==> config.mk <==
export PLATFORM = sky130hd
export DESIGN_NAME = stepper_seq
export DESIGN_NICKNAME = d
export VERILOG_FILES = /design/src/rtl/stepper_pkg.sv /design/src/rtl/phase_counter.sv /design/src/rtl/coil_decoder.sv /design/src/rtl/stepper_seq.sv
export SDC_FILE = /design/constraint.sdc
export NUM_CORES = 1
export LEC_CHECK = 0
export BUFFER_PORTS_ARGS = -buffer_cell sky130_fd_sc_hd__buf_2
export CORE_AREA = 5 5 42 44
export CTS_CLUSTER_DIAMETER = 80
export DETAILED_ROUTE_END_ITERATION = 8
export DIE_AREA = 0 0 47 49
export HOLD_SLACK_MARGIN = 0.02
export PLACE_DENSITY = 0.7
export SKIP_LAST_GASP = 1
export SYNTH_ARGS = -nofsm -noshare
export SYNTH_HDL_FRONTEND = slang
export SYNTH_HIERARCHICAL = 1
export SYNTH_SLANG_ARGS = --single-unit
==> constraint.sdc <==
create_clock -name clk_i -period 2.8 [get_ports clk_i]
set_input_delay 0.14 -clock clk_i [delete_from_list [all_inputs] [get_ports clk_i]]
set_output_delay 0.14 -clock clk_i [all_outputs]
set_load 0.05 [all_outputs]
==> src/rtl/stepper_pkg.sv <==
package stepper_pkg;
  localparam int unsigned COIL_N = 4;

  typedef enum logic [1:0] {
    MODE_WAVE   = 2'd0,
    MODE_FULL   = 2'd1,
    MODE_HALF   = 2'd2,
    MODE_DIRECT = 2'd3
  } drive_mode_e;
endpackage

==> src/rtl/phase_counter.sv <==
module phase_counter #(
  parameter int unsigned PHASE_W = 3
) (
  input  logic               clk_i,
  input  logic               rst_ni,
  input  logic               step_en_i,
  input  logic               dir_i,
  output logic [PHASE_W-1:0] phase_o,
  output logic [PHASE_W-1:0] phase_next_o
);
  logic [PHASE_W-1:0] phase_q;

  // natural modulo wrap of PHASE_W bits
  always_comb begin
    phase_next_o = phase_q;
    if (step_en_i) begin
      phase_next_o = dir_i ? phase_q + PHASE_W'(1) : phase_q - PHASE_W'(1);
    end
  end

  always_ff @(posedge clk_i or negedge rst_ni) begin
    if (!rst_ni) phase_q <= '0;
    else         phase_q <= phase_next_o;
  end

  assign phase_o = phase_q;
endmodule

==> src/rtl/coil_decoder.sv <==
module coil_decoder
  import stepper_pkg::*;
#(
  parameter int unsigned COILS   = 4,
  parameter int unsigned PHASE_W = $clog2(2 * COILS)
) (
  input  logic [PHASE_W-1:0] phase_i,
  input  drive_mode_e        mode_i,
  input  logic [COILS-1:0]   ctrl_i,
  output logic [COILS-1:0]   coil_o
);
  localparam int unsigned IDX_W = $clog2(COILS);

  logic [COILS-1:0] wave_pat, full_pat, half_base, half_pat;

  function automatic logic [COILS-1:0] rotl1(input logic [COILS-1:0] v);
    return {v[COILS-2:0], v[COILS-1]};
  endfunction

  always_comb begin
    wave_pat  = COILS'(1) << phase_i[IDX_W-1:0];
    full_pat  = wave_pat | rotl1(wave_pat);
    half_base = COILS'(1) << phase_i[PHASE_W-1:1];
    half_pat  = phase_i[0] ? (half_base | rotl1(half_base)) : half_base;
    unique case (mode_i)
      MODE_WAVE:   coil_o = wave_pat;
      MODE_FULL:   coil_o = full_pat;
      MODE_HALF:   coil_o = half_pat;
      MODE_DIRECT: coil_o = ctrl_i;
      default:     coil_o = '0;
    endcase
  end
endmodule

==> src/rtl/stepper_seq.sv <==
module stepper_seq
  import stepper_pkg::*;
#(
  parameter int unsigned COILS = COIL_N
) (
  input  logic             clk_i,
  input  logic             rst_ni,
  input  logic             step_en_i,
  input  logic             dir_i,
  input  logic [1:0]       mode_i,
  input  logic [COILS-1:0] ctrl_i,
  output logic [COILS-1:0] coil_o
);
  localparam int unsigned PHASE_W = $clog2(2 * COILS);

  logic [PHASE_W-1:0] phase_q, phase_next;
  logic [COILS-1:0]   coil_d, coil_q;

  phase_counter #(.PHASE_W(PHASE_W)) u_cnt (
    .clk_i        (clk_i),
    .rst_ni       (rst_ni),
    .step_en_i    (step_en_i),
    .dir_i        (dir_i),
    .phase_o      (phase_q),
    .phase_next_o (phase_next)
  );

  // decode the next phase so the registered output matches the new position
  coil_decoder #(.COILS(COILS), .PHASE_W(PHASE_W)) u_dec (
    .phase_i (phase_next),
    .mode_i  (drive_mode_e'(mode_i)),
    .ctrl_i  (ctrl_i),
    .coil_o  (coil_d)
  );

  always_ff @(posedge clk_i or negedge rst_ni) begin
    if (!rst_ni) coil_q <= '0;
    else         coil_q <= coil_d;
  end

  assign coil_o = coil_q;
endmodule

==> flow_metrics.py <==
metrics = {
    "worst_setup_path": {
        "critical_path_class": "flop to flop",
        "critical_path_arrival_ns": 2.69,
        "crit_slowest_cell": "mux4_2",
        "cp-end-kind": "flop",
        "slowest_delay_ns": 0.47,
        "critPathRequiredTime_ns": 2.91,
        "reg2reg_setup_slack_ns": 0.22,
        "startpoint_type": "flop",
        "critical_path.cell_chain": "fa_1, xnor2_1, nand2_1, xnor2_2, inv_1, ha_1, mux2_1, mux4_2",
        "crit_path_max_fanout": 4,
    },
    "sta": {
        "report.final.hold_viol_count": 0,
        "fmax_ghz": 0.388,
        "post_route_fraction_of_the_period_consumed_by_the_critical_path_pct": 92.1,
        "setup_repair_after_global_routing_missed_its_margin": "no",
        "finalClockSkew_ns": 0.00169,
        "min_setup_slack_post_route_ns": 0.221,
        "max_slew_margin_vs_limit_pct": 56.1,
        "fin_crit_ns": 2.58,
        "drv_slew": 0,
        "worst_hold_slack_ns": 0.213,
        "worst_pin_slew_ns": 0.657,
        "finalSetupViolations": 0,
        "totalNegativeSetupSlack_ns": 0,
    },
    "routing": {
        "detail_route.first_pass.iterations": 4,
        "detailedRoute.firstIterationViolations": 11,
        "route.antenna.remaining_nets": 0,
        "routed_wirelength_um": 842,
        "remaining_drc_errors": 0,
        "vias_post_dr": 364,
        "post_drt_via_cell_ratio": 4.67,
        "wl_per_cell_um": 10.8,
    },
    "floorplanning": {
        "die_width_um": 47,
        "core-area_sq_um": 1400,
        "io_pins": 14,
        "die_area_sq_um": 2300,
        "floorplan.die.height_um": 49,
        "core.rowCount": 14,
        "initial_core_util_pct": 35.3,
    },
    "place": {
        "dp_hpwl_um": 686,
        "dpl_worst_slack_ns": 0.138,
        "globalplace.congestion": 0.701,
        "port_buffers": 13,
    },
    "finish": {
        "antenna_cells_inserted": 0,
        "utilization_pct": 44.1,
        "finalNetCount": 82,
        "layout-drive-gt1-share_pct": 32.3,
        "area.growth.synth_to_final_pct": 25.1,
    },
    "cts": {
        "cts-buffers-inserted": 3,
        "longest_clk_path_bufs": 2,
        "clock_insertion_delay_worst_skew_ns": 0.24,
        "worst_setup_hold_path_clk_slew_ns": 0.05,
        "cts_tree": "built",
        "post_cts_buffers": 0,
        "cts-htree-levels": 1,
        "clock_sinks": 7,
        "root_buffer": "clkbuf_4",
    },
    "synth": {
        "synth-warning-count": 6,
        "synth_top_cells_by_area": "dfrtp_1 (35%), ha_1 (20%), inv_1 (4.6%)",
        "synth.top_cell.area_share_pct": 35.4,
        "syn-cell-area_sq_um": 494,
        "synth_ff_type": "dfrtp_1",
        "seq_area_frac_synth_pct": 35.4,
        "synthesis.area_per_instance_sq_um": 11.0,
        "ys_seq_elements": 7,
        "gate_count_of_the_mapped_netlist": 45,
        "net_count_after_synthesis": 64,
        "ys_types": 19,
        "asyncSetResetFlopFracSynth_pct": 100,
        "synth_largest_area_cell": "dfrtp_1",
        "count_of_flip_flops_with_a_built_in_enable_after_synthesis": 0,
    },
    "global_routing": {
        "pin_count_of_the_biggest_net_entering_global_routing": 11,
        "antenna_violations_before_repair": 0,
        "grt-ovfl-total": 0,
        "grtUsageTotal_pct": 8.74,
        "grt_first_pass_wirelength_um": 1440,
        "grt_pass1_vias": 352,
    },
    "min_path": {
        "min_path_type": "input pin to flop",
    },
    "power_and_ir_drop": {
        "p_per_area_nw_per_um2": 1240,
        "power.ir.vdd_worst_mv": 0.397,
        "leakagePower_nw": 0.313,
    },
    "outcome": {
        "status": "complete, no violations",
    },
    "job": {
        "cap_viol_max_count": 0,
    },
}
-- cells in the final DEF (no fill, tap or decap) --
cell	instances
a21oi_1	3
and2_1	1
buf_2	13
clkbuf_1	1
clkbuf_4	3
dfrtp_1	7
dlygate4sd3_1	1
fa_1	1
ha_1	8
inv_1	6
mux2_1	1
mux2_2	2
mux4_2	1
nand2_1	3
nand2b_1	1
nor2b_1	1
o211ai_1	1
o21ai_0	2
o221ai_1	2
o31a_1	1
xnor2_1	1
xnor2_2	1
xor2_1	1
-- metrics by stage --
step | power [mW] | cells | cell area, sq um
detailed placement | 0.668 | 73 | 574
global route | 0.845 | 78 | 618
global placement | 0.659 | 73 | 574
CTS | 0.760 | 78 | 611
finish | 0.766 | 78 | 618
floorplan | 0.558 | 45 | 494
-- kinds of logic (layout without fill, tap and decap cells) --
kind of cell / count (synthesis) / count (layout) / share of synthesized area (%)
adder cells (fa/ha/maj): 9 / 9 / 24.3
AO/OA/AOI/OAI: 9 / 9 / 11.9
flip-flops: 7 / 7 / 35.4
buffers and inverters: 7 / 24 / 5.57
AND/OR/NAND/NOR: 6 / 6 / 6.08
multiplexers: 4 / 4 / 11.4
XOR/XNOR: 3 / 3 / 5.32
-- routing by layer --
metal | track usage, % | up-vias | wire, um
li1 | - | 186 | -
met1 | 11.5 | 171 | 370
met2 | 12.2 | 7 | 433
met3 | 0 | 0 | 38
met4 | 8.29 | 0 | 0
met5 | 0 | - | 0
-- report_power, final --
group          internal, mW  switching [mW]  leakage [nW]
sequential            0.154          0.0237        0.0838
combinational         0.189           0.312         0.214
clock                0.0541          0.0333        0.0150
-- Yosys cell counts (all sizes together) (2+ instances only) --
cell / count
ha: 8
nand2: 3
o21ai: 2
dfrtp: 7
a21oi: 3
inv: 6
xnor2: 2
o221ai: 2
mux2: 3
-- registers in the layout (all words and copies together) (netlist names) --
name,flops
u_cnt/phase_o,3
coil_o,4
-- path summary, 6_finish.rpt --
| path | start | cells past startpoint | end |
|---|---|---|---|
| worst max-delay path | u_cnt/phase_o[0] | 8 | coil_o[2] |
| worst min-delay path | mode_i[0] | 3 | coil_o[3] |
| worst min register to register | u_cnt/phase_o[2] | 1 | u_cnt/phase_o[2] |
| worst max register to register | u_cnt/phase_o[0] | 8 | coil_o[2] |
| min in group asynchronous | rst_ni | 2 | u_cnt/phase_o[0] |
| max in group asynchronous | rst_ni | 2 | coil_o[3] |
-- repair_timing --
action / in CTS / in global routing
resized for setup: 0 / 1
endpoints found under the hold margin: 7 / 0
endpoints found under the setup margin: 0 / 1
hold buffers: 1 / 0
-- area by class of cell --
| cell class | count | area, sq um |
|---|---|---|
| clock buffers | 4 | 26.3 |
| fillers | 137 | 783 |
| inverters | 6 | 22.5 |
| multi-input cells | 31 | 299 |
| flip-flops and latches | 7 | 175 |
| well taps | 16 | 20.0 |
| repair buffers | 14 | 75.1 |
-- critical path: cells and delay by family, from the launching register on --
family | cells | cell delay [ns]
mux | 2 | 0.78
fa+ha+maj | 2 | 0.71
flops | 1 | 0.40
xor+xnor | 2 | 0.36
simple gates | 1 | 0.10
buf+inv | 1 | 0.10
(Power assumes the default switching activity.)
